--- src/rtl/wol_pkg.sv ---
package wol_pkg;
  typedef enum logic {
    PH_SYNC = 1'b0,
    PH_ADDR = 1'b1
  } match_phase_e;
endpackage

--- src/rtl/wol_arm_ctrl.sv ---
module wol_arm_ctrl (
  input  logic clk,
  input  logic rst,
  input  logic pwr_sleep,
  input  logic magic_en,
  output logic armed
);
  // light sleep arms unconditionally; full power follows the software enable
  always_ff @(posedge clk) begin
    if (rst) armed <= 1'b0;
    else     armed <= pwr_sleep | magic_en;
  end
endmodule

--- src/rtl/wol_pattern_match.sv ---
module wol_pattern_match
  import wol_pkg::*;
#(
  parameter int MAC_BYTES = 6,
  parameter int SYNC_LEN  = 6,
  parameter int REPEATS   = 16,
  parameter logic [7:0] SYNC_BYTE = 8'hFF
) (
  input  logic                   clk,
  input  logic                   rst,
  input  logic                   byte_vld,
  input  logic                   byte_sof,
  input  logic [7:0]             byte_dat,
  input  logic [8*MAC_BYTES-1:0] station_mac,
  output logic                   hit
);
  localparam int RUN_W = $clog2(SYNC_LEN + 1);
  localparam int IDX_W = $clog2(MAC_BYTES);
  localparam int REP_W = $clog2(REPEATS);
  localparam logic [RUN_W-1:0] RUN_FULL = RUN_W'(SYNC_LEN);
  localparam logic [IDX_W-1:0] IDX_LAST = IDX_W'(MAC_BYTES - 1);
  localparam logic [REP_W-1:0] REP_LAST = REP_W'(REPEATS - 1);

  logic [7:0] mac_arr [MAC_BYTES];
  for (genvar g = 0; g < MAC_BYTES; g++) begin : g_mac
    assign mac_arr[g] = station_mac[8*(MAC_BYTES-1-g) +: 8];
  end

  match_phase_e     ph_q, ph_c, ph_n;
  logic [RUN_W-1:0] run_q, run_c, run_n;
  logic [IDX_W-1:0] idx_q, idx_c, idx_n;
  logic [REP_W-1:0] rep_q, rep_c, rep_n;
  logic             restart;

  assign restart = byte_vld & byte_sof;

  always_comb begin
    ph_c  = restart ? PH_SYNC : ph_q;
    run_c = restart ? '0 : run_q;
    idx_c = restart ? '0 : idx_q;
    rep_c = restart ? '0 : rep_q;
    ph_n  = ph_c;
    run_n = run_c;
    idx_n = idx_c;
    rep_n = rep_c;
    hit   = 1'b0;
    if (byte_vld) begin
      if (ph_c == PH_SYNC) begin
        if (byte_dat == SYNC_BYTE) begin
          run_n = (run_c == RUN_FULL) ? run_c : run_c + RUN_W'(1);
        end else if (run_c == RUN_FULL && byte_dat == mac_arr[0]) begin
          ph_n  = PH_ADDR;
          idx_n = IDX_W'(1);
          rep_n = '0;
          run_n = '0;
        end else begin
          run_n = '0;
        end
      end else begin
        if (byte_dat == mac_arr[idx_c]) begin
          if (idx_c == IDX_LAST) begin
            idx_n = '0;
            if (rep_c == REP_LAST) begin
              hit   = 1'b1;
              ph_n  = PH_SYNC;
              run_n = '0;
              rep_n = '0;
            end else begin
              rep_n = rep_c + REP_W'(1);
            end
          end else begin
            idx_n = idx_c + IDX_W'(1);
          end
        end else begin
          ph_n  = PH_SYNC;
          idx_n = '0;
          rep_n = '0;
          run_n = (byte_dat == SYNC_BYTE) ? RUN_W'(1) : '0;
        end
      end
    end
  end

  always_ff @(posedge clk) begin
    if (rst) begin
      ph_q  <= PH_SYNC;
      run_q <= '0;
      idx_q <= '0;
      rep_q <= '0;
    end else begin
      ph_q  <= ph_n;
      run_q <= run_n;
      idx_q <= idx_n;
      rep_q <= rep_n;
    end
  end
endmodule

--- src/rtl/wol_wake_out.sv ---
module wol_wake_out (
  input  logic clk,
  input  logic rst,
  input  logic byte_vld,
  input  logic byte_sof,
  input  logic byte_eof,
  input  logic frame_good,
  input  logic hit,
  input  logic armed,
  input  logic stat_clr,
  output logic wake_pulse,
  output logic wake_status
);
  logic pend_q;
  logic found;
  logic fire;

  assign found = hit | (pend_q & ~byte_sof);
  assign fire  = byte_vld & byte_eof & frame_good & armed & found;

  always_ff @(posedge clk) begin
    if (rst) begin
      pend_q      <= 1'b0;
      wake_pulse  <= 1'b0;
      wake_status <= 1'b0;
    end else begin
      if (byte_vld) begin
        if (byte_eof)      pend_q <= 1'b0;
        else if (hit)      pend_q <= 1'b1;
        else if (byte_sof) pend_q <= 1'b0;
      end
      wake_pulse <= fire;
      if (fire)          wake_status <= 1'b1;
      else if (stat_clr) wake_status <= 1'b0;
    end
  end
endmodule

--- src/rtl/wol_magic_detect.sv ---
module wol_magic_detect #(
  parameter int MAC_BYTES = 6,
  parameter int SYNC_LEN  = 6,
  parameter int REPEATS   = 16
) (
  input  logic                   clk,
  input  logic                   rst,
  input  logic                   rx_valid,
  input  logic                   rx_sof,
  input  logic                   rx_eof,
  input  logic [7:0]             rx_data,
  input  logic                   rx_good,
  input  logic [8*MAC_BYTES-1:0] station_mac,
  input  logic                   pwr_sleep,
  input  logic                   magic_en,
  input  logic                   stat_clr,
  output logic                   wake_pulse,
  output logic                   wake_status
);
  logic armed;
  logic hit;

  wol_arm_ctrl u_arm (
    .clk       (clk),
    .rst       (rst),
    .pwr_sleep (pwr_sleep),
    .magic_en  (magic_en),
    .armed     (armed)
  );

  wol_pattern_match #(
    .MAC_BYTES (MAC_BYTES),
    .SYNC_LEN  (SYNC_LEN),
    .REPEATS   (REPEATS)
  ) u_match (
    .clk         (clk),
    .rst         (rst),
    .byte_vld    (rx_valid),
    .byte_sof    (rx_sof),
    .byte_dat    (rx_data),
    .station_mac (station_mac),
    .hit         (hit)
  );

  wol_wake_out u_out (
    .clk         (clk),
    .rst         (rst),
    .byte_vld    (rx_valid),
    .byte_sof    (rx_sof),
    .byte_eof    (rx_eof),
    .frame_good  (rx_good),
    .hit         (hit),
    .armed       (armed),
    .stat_clr    (stat_clr),
    .wake_pulse  (wake_pulse),
    .wake_status (wake_status)
  );
endmodule

--- config.mk ---
export PLATFORM = sky130hd
export DESIGN_NAME = wol_magic_detect
export DESIGN_NICKNAME = d
export VERILOG_FILES = /design/src/rtl/wol_pkg.sv /design/src/rtl/wol_arm_ctrl.sv /design/src/rtl/wol_pattern_match.sv /design/src/rtl/wol_wake_out.sv /design/src/rtl/wol_magic_detect.sv
export SDC_FILE = /design/constraint.sdc
export NUM_CORES = 1
export LEC_CHECK = 0
export BUFFER_PORTS_ARGS = -buffer_cell sky130_fd_sc_hd__buf_2
export CELL_PAD_IN_SITES_DETAIL_PLACEMENT = 0
export CELL_PAD_IN_SITES_GLOBAL_PLACEMENT = 1
export CORE_ASPECT_RATIO = 0.9
export CORE_MARGIN = 2
export CORE_UTILIZATION = 25
export DETAILED_ROUTE_END_ITERATION = 8
export PLACE_DENSITY_LB_ADDON = 0.1
export SETUP_SLACK_MARGIN = 0.2
export SYNTH_ARGS = -nofsm -noshare
export SYNTH_HDL_FRONTEND = slang
export SYNTH_SLANG_ARGS = --single-unit
--- constraint.sdc ---
create_clock -name clk -period 6.1 [get_ports clk]
set_input_delay 0.305 -clock clk [delete_from_list [all_inputs] [get_ports clk]]
set_output_delay 0.305 -clock clk [all_outputs]
set_load 0.005 [all_outputs]
# Word-level counts from Yosys, hierarchy flattened
# Index checks and enable logic that the tools add are counted.
# word_totals
reg_bits	15
in_bits	65
out_inout_bits	2
# op_classes
add_sub_neg	3
order_cmp	1
eq_ne	6
muxes	45
bitwise	10
n_reduce_logical	4
# ops
operator	count
$mux W3	15
$mux W4	8
$bmux W8 S3	1
$mux W1	19
$eq A8 B8 Y1	2
$mux W8	2
$eq A8 B8 Y1 const B	1
$add A3 B1 Y3 const B	2
$and A1 B1 Y1	6
$eq A3 B3 Y1 const B	2
$add A4 B1 Y4 const B	1
$eq A4 B4 Y1 const B	1
$ge A4 B4 Y1 const B	1
$not A3 Y4	1
$reduce_bool A3 Y1	1
$or A1 B1 Y1	2
$reduce_and A2 Y1	1
$reduce_bool A2 Y1	1
$logic_and A1 B1 Y1	1
$not A1 Y1	1

# Logic depth before layout (Yosys ltp)
# Gate-level depths: netlist of run 1.
# logic_depth
depth_word	13
ltp_mapped	12
ltp_nobuf	9

# Modules after synthesis
# Synthesis of run 1 repeated with hierarchy kept, for this count alone.
# unflattened
cells_unflattened	269
hier_area_um2	1995.7
# by_module_without_submodules
mod	instances	cells_each	area_each_um2
wol_pattern_match	1	252	1844.3
wol_wake_out	1	15	121.4
wol_arm_ctrl	1	2	30.0

# Least setup slack after synthesis of run 1
# OpenSTA, ideal clock, no wires.
# synth_timing
path_kind	input to register
from	in rx_valid
to	reg u_match.ph_q
arrival_time_ns	2.513
path_slack_ns	3.498
path_stages	11
path_cell_list	buf_2 and2_1 buf_4 or3_1 buf_4 o22ai_1 xor2_1 or4_4 nor2_4 nand4_2 a311oi_2
# synth_via
elab_chain_len	10
word_cells_on_any_way	21
classes_between	4 x eq/ne; 14 x mux; 2 x bitwise; 1 x reduce/logical
# synth_lines
item	line_no	text
start: declaration	wol_magic_detect.sv:8	input logic rx_valid,
$and A1 B1 Y1	wol_pattern_match.sv:35	assign restart = byte_vld & byte_sof;
$mux W3	wol_pattern_match.sv:40	idx_c = restart ? '0 : idx_q;
$not A3 Y4 (implied by the code)	wol_pattern_match.sv:60	if (byte_dat == mac_arr[idx_c]) begin
$bmux W8 S3	wol_pattern_match.sv:60	
$mux W8 (implied by the code) (2 in a row)	wol_pattern_match.sv:60	
$eq A8 B8 Y1	wol_pattern_match.sv:60	
$mux W1	wol_pattern_match.sv:60	
$mux W1	wol_pattern_match.sv:48	if (ph_c == PH_SYNC) begin
$mux W1 *	wol_pattern_match.sv:47	if (byte_vld) begin
end signal: assignment	wol_pattern_match.sv:91	ph_q <= ph_n;
end: declaration	wol_pattern_match.sv:29	match_phase_e ph_q, ph_c, ph_n;
# Every way passes the cells marked *; elsewhere a longest branch is shown, timed or not. The select of a mux whose other input is x is not followed.
# A chain may end at the register's enable or synchronous reset.

# Worst setup path after layout of run 1
# layout_timing
from	reg u_match.idx_q[0]
to	reg u_match.ph_q
# layout_via
elab_chain_len	9
word_cells_on_any_way	11
classes_between	2 x eq/ne; 8 x mux; 1 x bitwise
# layout_lines
item	line_no	text
start: declaration	wol_pattern_match.sv:31	logic [IDX_W-1:0] idx_q, idx_c, idx_n;
start signal: assignment	wol_pattern_match.sv:93	idx_q <= idx_n;
$mux W3 *	wol_pattern_match.sv:40	
$not A3 Y4 (implied by the code)	wol_pattern_match.sv:60	
$bmux W8 S3	wol_pattern_match.sv:60	
$mux W8 (implied by the code) (2 in a row)	wol_pattern_match.sv:60	
$eq A8 B8 Y1	wol_pattern_match.sv:60	
$mux W1 *	wol_pattern_match.sv:60	
$mux W1 *	wol_pattern_match.sv:48	
$mux W1 *	wol_pattern_match.sv:47	
# Marked as above.

==> metrics, run 1 <==
post-synth top area share 18.7%; CP Cell Sequence clkinv_1, a2bb2oi_1, o22ai_1, xor2_1, or4_4, nor2_4, nand4_2, a311oi_2; Final Hold Viols 0; Startpoint Class register; register area share after synthesis 18.7%; Cells after Synth 208; Longest Clk Path Bufs 2; WP data arrival 3480 ps; vias per inst 4.96; Worst Hold Class primary input to register; total gr overflow 0; Power, Total 0.261 mW; final setup TNS 0 ps; Placed Cells 347; RSZ-0062 raised after global routing false; dominant cell type by area after synthesis dfxtp_1; internal power 0.184 mW; worst slew pin tran 787 ps; normalized max-slew margin 47.1%; Cell Pwr Density 130 nW/um^2; Post-Synthesis Cell Area 1600 um^2; initial core utilization 26.1%; Core Area 6150 um^2; Sink Count 15; Setup Crit Path Kind register to register; DP Area 1960 um^2; Commonest cells post-synth 22 x nand2_1, 18 x nor2_1, 15 x dfxtp_1; die width 88.4 um; Pleak 0.774 nW; critical path's slowest cell dfxtp_1; ys flop type dfxtp_1; VDD IR-drop max 0.0000527 V; Worst-Skew Late Latency 250 ps; number of port buffers 66; R2R depth 8; Worst Clk Skew 4.95 ps; post-route cell area 2010 um^2; I/O Pins 67; die extent in y 80.0 um; Core Rows 27; Logic pwr share 29.2%; sequential share of power 39.2%; Layout area overhead 25.2%; Avg Cell Area, Syn 7.71 um^2; Detailed Route WL 5.20 mm; worst-path maximum fanout 24; fin crit period 3310 ps; post-synth cell types 53; Pre-antenna DRT Iters 6; CTS Hold Bufs 0; final core occ 32.6%; layout cells sized above 1 31.1%; Worst EP required 6260 ps; Max Freq 0.302 GHz; Clock power frac 31.6%; die area 7070 um^2; DR vias 1742; Detailed Place HPWL 4.11 mm; WL/cell 14.8 um; vias in the first global route 1715; First DRT Iteration DRCs 64; Post-CTS Resized 0; Max-Cap Viols 0; switching power 0.0778 mW; Sw Ratio 29.8%; final setup violating endpoints 0; largest net degree at the start of global routing 25; Worst Hold Depth 3; critical path endpoint category register; fill cell count 688; Area contributors post-synth dfxtp_1 19%, a2bb2oi_1 5.5%, xnor2_1 5.5%, nand2_1 5.2%, nor2_1 4.2%; CTS root buf clkbuf_8; outcome finished, final reports clean; Synth Register Bits 15; fraction of registers with async set/reset 0%; Period Utilization, post-route 54.3%; slowest cell delay on critical path 830 ps; R2R Setup Slk 2790 ps; Final ANT Viol Nets 0; CTS tree yes; TritonCTS buffer count 3; number of flops mapped to enable cells by yosys 0; fin. max-slew vios 0; most common cell in the netlist nand2_1; Final nets 333; first-pass GRT wire length 8.49 mm; non-filler instance count after layout 351; Syn. warnings 0; Syn Nets 276; Tot GR Track Use 15.3%; Antenna diodes 0; drc violations 0; GPL Wtd Cong 0.755; initial antenna violation count 0; Clock Pin Slew Worst Setup and Hold Paths 70 ps; Post-CTS Setup Inserts 0; # H-tree levels 1
==> power by group through the flow <==
stage | combinational, mW | sequential [mW] | clock, mW
floorplan | 0.0456 | 0.103 | 0
global placement | 0.0778 | 0.105 | 0
detailed placement | 0.0767 | 0.105 | 0
CTS | 0.0768 | 0.102 | 0.0854
global route | 0.0847 | 0.103 | 0.0900
finish | 0.0763 | 0.102 | 0.0827
==> critical path, delay by kind of cell, from the launching register on <==
family	cells	cell delay (ps)
AND/OR/NAND/NOR	3	1040
XOR/XNOR	1	170
buffers and inverters	1	530
flip-flops	1	830
AO/OA/AOI/OAI	3	660
==> worst paths after layout <==
path | startpoint | endpoint
hold reg to reg | u_out.pend_q$_SDFFE_PP0P_ | u_out.pend_q$_SDFFE_PP0P_
setup / recovery | u_match.idx_q[0]$_SDFF_PP0_ | u_match.ph_q$_SDFF_PP0_
hold / removal | pwr_sleep | u_arm.armed$_SDFF_PP0_
setup reg to reg | u_match.idx_q[0]$_SDFF_PP0_ | u_match.ph_q$_SDFF_PP0_
==> through the flow <==
| stage | hold slack, ps | setup WS (ps) |
|---|---|---|
| global route | 290 | 2420 |
| global placement | 454 | 2860 |
| finish | 260 | 2790 |
| detailed placement | 450 | 2810 |
| floorplan | 421 | 3500 |
| CTS | 263 | 2790 |
==> cell usage in the layout, fill, tap and decap left out, drive strengths merged, types with 5 or more instances in the layout <==
cell     netlist  layout
o22ai          7       7
dfxtp         15      15
nand2         22      22
nor2          19      19
nand2b         6       6
nand3          5       5
a2bb2oi       11      11
nand4          9       9
xnor2         10      10
xor2           6       6
a31oi          6       6
o21ai          5       5
a21oi          9       9
mux2           5       5
and2           6       6
buf            8      66
==> per-layer routing <==
metal | up-vias | wire [um] | GRT usage [%]
li1 | 893 | - | -
met1 | 812 | 2600 | 22.5
met2 | 35 | 2360 | 23.7
met3 | 2 | 226 | 3.41
met4 | 0 | 4 | 1.21
met5 | - | 0 | 0
==> sequential cells by signal, indices dropped and copies added (netlist names) <==
| name | flops |
|---|---|
| u_out.wake_pulse | 1 |
| u_match.idx_q | 3 |
| u_out.pend_q | 1 |
| u_match.ph_q | 1 |
| u_out.wake_status | 1 |
| u_match.rep_q | 4 |
| u_arm.armed | 1 |
| u_match.run_q | 3 |
==> kinds of logic (layout without fill, tap and decap cells) <==
group / count (synthesis) / count (layout) / share of synthesized area (%)
compound gates: 59 / 59 / 28.2
xor+xnor: 16 / 16 / 8.74
fa+ha+maj: 3 / 3 / 2.34
buf+inv: 19 / 75 / 6.17
flops: 15 / 15 / 18.7
mux: 9 / 9 / 6.48
simple gates: 87 / 87 / 29.4
==> final cells by class <==
type                            count  area [um^2]  area share (%)
Multi-Input combinational cell    174         1200            60.0
Inverter                            5         18.8           0.935
Clock buffer                        4         45.0            2.24
Sequential cell                    15          300            15.0
Timing Repair Buffer               66          330            16.5
Tap cell                           87          109            5.42
(Power assumes the default switching activity.)
==> run 2: changes to the inputs <==
- clock period: 6.1 -> 3.2 ns (I/O delays scaled with it)
==> metrics, run 2 (synthesis results as in run 1) <==
outcome finished, final reports clean; Cell Pwr Density 241 nW/um^2; number of port buffers 66; vias per inst 4.86; worst slew pin tran 883 ps; Max-Cap Viols 0; R2R Setup Slk 400 ps; # H-tree levels 1; most frequent cells in the layout 66 x buf_2, 22 x nand2_1, 18 x nor2_1; Hold Path Sink u_arm.armed$_SDFF_PP0_; worst-path maximum fanout 7; normalized max-slew margin 40.6%; final setup TNS 0 ps; largest net degree at the start of global routing 18; Largest register FFs 4; Worst Hold Depth 3; initial core utilization 26.1%; Top reg by flops u_match.rep_q; worst hold slack 110 ps; final setup violating endpoints 0; die width 88.4 um; initial antenna violation count 0; die extent in y 80.0 um; First DRT Iteration DRCs 101; layout cells sized above 1 34.7%; TritonCTS buffer count 3; fin crit period 2800 ps; DR vias 1755; Worst-Skew Late Latency 250 ps; first-pass GRT wire length 8.66 mm; Hold Startpoint pwr_sleep; Pleak 0.830 nW; DP Area 2040 um^2; Critical R2R Launch u_match.idx_q[2]$_SDFF_PP0_; Post-CTS Resized 0; Detailed Route WL 5.31 mm; WL/cell 14.7 um; vias in the first global route 1693; Sink Count 15; Tot GR Track Use 15.5%; Antenna diodes 0; Max Freq 0.357 GHz; drc violations 0; Longest Clk Path Bufs 2; VDD IR-drop max 0.000111 V; Layout area overhead 30.1%; critical path endpoint category register; critical path's slowest cell or4_4; Pre-antenna DRT Iters 4; post-route cell area 2090 um^2; Core Rows 27; Final Hold Viols 0; final core occ 33.9%; reg-to-reg endpoint u_out.wake_status$_SDFFE_PP0P_; CP Cell Sequence and2b_1, a221oi_1, o22ai_1, xor2_1, or4_4, nor4_1, a21o_1, a22o_1; most common cell after layout, fill and taps aside buf_2; Period Utilization, post-route 87.6%; RSZ-0062 raised after global routing false; Worst EP required 3400 ps; slowest cell delay on critical path 550 ps; Clock Pin Slew Worst Setup and Hold Paths 60 ps; Final ANT Viol Nets 0; Worst Hold Class primary input to register; Setup Crit Path Kind register to register; total gr overflow 0; Worst Clk Skew 2.60 ps; Core Area 6150 um^2; CTS tree yes; Final nets 343; fin. max-slew vios 0; I/O Pins 67; CTS Hold Bufs 0; WP data arrival 3000 ps; Post-CTS Setup Inserts 0; Detailed Place HPWL 4.27 mm; Startpoint Class register; GPL Wtd Cong 0.785; Top Registers u_match.rep_q: 4 flops, u_match.idx_q: 3 flops, u_match.run_q: 3 flops; CTS root buf clkbuf_8; fill cell count 712; R2R depth 8; die area 7070 um^2
-- run 2: cell types whose count changed in the layout (fill, tap and decap cells not counted), sizes merged --
| cell | before | now |
|---|---|---|
| buf | 66 | 76 |
| clkbuf | 4 | 3 |
| clkinv | 1 | 2 |
-- run 2: report_power, final --
part           internal, mW  switching (mW)
sequential            0.190         0.00405
clock                0.0862          0.0681
combinational        0.0769          0.0780
total                 0.353           0.150
-- run 2: metal layers --
metal | GRT usage (%) | share of wire, % | wire, um | up-vias
met2 | 24.3 | 44 | 2350 | 38
met4 | 0.909 | 0.45 | 24 | 0
li1 | - | - | - | 910
met1 | 22.4 | 51 | 2730 | 803
met3 | 3.93 | 3.9 | 205 | 4
met5 | 0 | 0 | 0 | -
-- run 2: worst max-delay path by stage --
stage                                      startpoint                        endpoint  slack (ps)
after floorplan                              rx_valid         u_match.ph_q$_SDFF_PP0_         740
after global placement    u_match.idx_q[1]$_SDFF_PP0_     u_out.wake_pulse$_SDFF_PP0_         270
after detailed placement  u_match.idx_q[1]$_SDFF_PP0_     u_out.wake_pulse$_SDFF_PP0_         280
after CTS                 u_match.idx_q[1]$_SDFF_PP0_     u_match.rep_q[2]$_SDFF_PP0_         290
after global routing      u_match.idx_q[2]$_SDFF_PP0_     u_match.rep_q[2]$_SDFF_PP0_         210
final                     u_match.idx_q[2]$_SDFF_PP0_  u_out.wake_status$_SDFFE_PP0P_         400
-- run 2: worst max-delay path: cells and delay by family (launching register included) --
family	cells	cell delay (ps)
flip-flops	1	460
AND/OR/NAND/NOR	3	1200
XOR/XNOR	1	180
AO/OA/AOI/OAI	4	910
-- run 2: area by class of cell --
class,count,area (um^2),share of cell area [%]
Clock buffer,3,41.3,1.98
Tap cell,87,109,5.22
Sequential cell,15,303,14.5
Multi-Input combinational cell,174,1200,57.7
Clock inverter,1,5.00,0.240
Inverter,5,18.8,0.900
Timing Repair Buffer,76,405,19.4
-- run 2: through the flow --
step,worst slack [ps],power [mW],std cells
floorplan,743,0.282,208
global placement,273,0.356,357
detailed placement,285,0.352,357
CTS,290,0.510,361
global route,210,0.536,361
finish,398,0.503,361
==> run 3: changes to the inputs <==
- CORE_MARGIN: 2 -> 3
==> metrics, run 3 (synthesis results as in run 1) <==
outcome finished, final reports clean; initial antenna violation count 0; normalized max-slew margin 36.6%; total gr overflow 0; Pre-antenna DRT Iters 5; die extent in y 82.0 um; DR vias 1819; Tot GR Track Use 15.1%; Max-Cap Viols 0; Sink Count 15; fin crit period 2810 ps; most common cell after layout, fill and taps aside buf_2; Longest Clk Path Bufs 2; die width 90.4 um; Startpoint Class register; number of port buffers 66; final setup TNS 0 ps; Top Registers u_match.rep_q: 4 flops, u_match.idx_q: 3 flops, u_match.run_q: 3 flops; worst-path maximum fanout 13; Final Hold Viols 0; first-pass GRT wire length 9.08 mm; post-place setup slack 269 ps; I/O Pins 67; Final ANT Viol Nets 0; Worst EP required 3370 ps; Final nets 344; die area 7410 um^2; Worst Clk Skew 8.38 ps; Clock Pin Slew Worst Setup and Hold Paths 70 ps; Worst-Skew Late Latency 250 ps; layout cells sized above 1 34.2%; Worst Hold Class primary input to register; First DRT Iteration DRCs 65; Core Rows 27; Largest register FFs 4; # H-tree levels 1; Core Area 6180 um^2; Pleak 0.836 nW; initial core utilization 25.9%; Detailed Place HPWL 4.50 mm; largest net degree at the start of global routing 18; drc violations 0; final setup violating endpoints 0; Cell Pwr Density 241 nW/um^2; vias per inst 5.02; TritonCTS buffer count 3; final worst slack 394 ps; WL/cell 15.4 um; Setup Crit Path Kind register to register; Period Utilization, post-route 87.7%; GPL Wtd Cong 0.825; CTS root buf clkbuf_8; Antenna diodes 0; vias in the first global route 1777; most frequent cells in the layout 66 x buf_2, 22 x nand2_1, 18 x nor2_1; Detailed Route WL 5.58 mm; RSZ-0062 raised after global routing false; CTS tree yes; VDD IR-drop max 0.000141 V; WP data arrival 2970 ps; Layout area overhead 31.2%; Max Freq 0.356 GHz; Top reg by flops u_match.rep_q; worst slew pin tran 943 ps; fin. max-slew vios 0; critical path endpoint category register
==> run 3: layer usage <==
| metal | track usage [%] | vias to the layer above | wire, um |
|---|---|---|---|
| met1 | 21.4 | 842 | 2720 |
| met2 | 24.2 | 62 | 2470 |
| li1 | - | 911 | - |
| met5 | 0 | - | 0 |
| met3 | 3.21 | 4 | 349 |
| met4 | 1.53 | 0 | 35 |
==> run 3: final timing paths <==
path / start / endpoint / slack, ps / cells past startpoint
min: pwr_sleep / u_arm.armed$_SDFF_PP0_ / 120 / 3
max: u_match.idx_q[1]$_SDFF_PP0_ / u_match.ph_q$_SDFF_PP0_ / 390 / 8
min reg2reg: u_out.pend_q$_SDFFE_PP0P_ / u_out.pend_q$_SDFFE_PP0P_ / 470 / 2
max reg2reg: u_match.idx_q[1]$_SDFF_PP0_ / u_match.ph_q$_SDFF_PP0_ / 390 / 8
==> run 3: final cells by class <==
cell class	instances	area [um^2]
repair buffers	77	425
fillers	698	4080
well taps	87	109
multi-input cells	174	1200
clock buffers	3	41.3
inverters	5	18.8
clock inverters	1	5.00
flip-flops and latches	15	300
==> run 3: per-stage QoR <==
step	instance area, um^2	cells	power [mW]	utilization [%]	hold WS [ps]
3_5_place_dp	2030	356	0.353	32.8	372
2_1_floorplan	1600	208	0.282	-	276
3_3_place_gp	2030	356	0.355	32.8	365
6_report	2100	362	0.508	34.0	116
4_1_cts	2080	360	0.515	33.6	114
5_1_grt	2100	362	0.537	34.0	151
==> run 3: where the power goes <==
| part | internal (mW) | total [mW] | switching (mW) |
|---|---|---|---|
| Combinational | 0.0774 | 0.156 | 0.0788 |
| Sequential | 0.189 | 0.193 | 0.00327 |
| Clock | 0.0863 | 0.159 | 0.0728 |
==> run 3: critical path, stage by stage (launching register included) <==
cell and delay, ps:
dfxtp_1 590, mux2_4 350, a221oi_2 270, o22ai_1 140, xor2_1 150, or4_4 570
nor2_4 190, nand4_2 180, a311oi_2 270
==> run 3: what timing repair did <==
item                                    4_1_cts  5_1_grt
setup buffers                                 0        2
resized for setup                             0        0
endpoints found under the setup margin        0        3
hold buffers                                  0        0
endpoints found under the hold margin         0        0
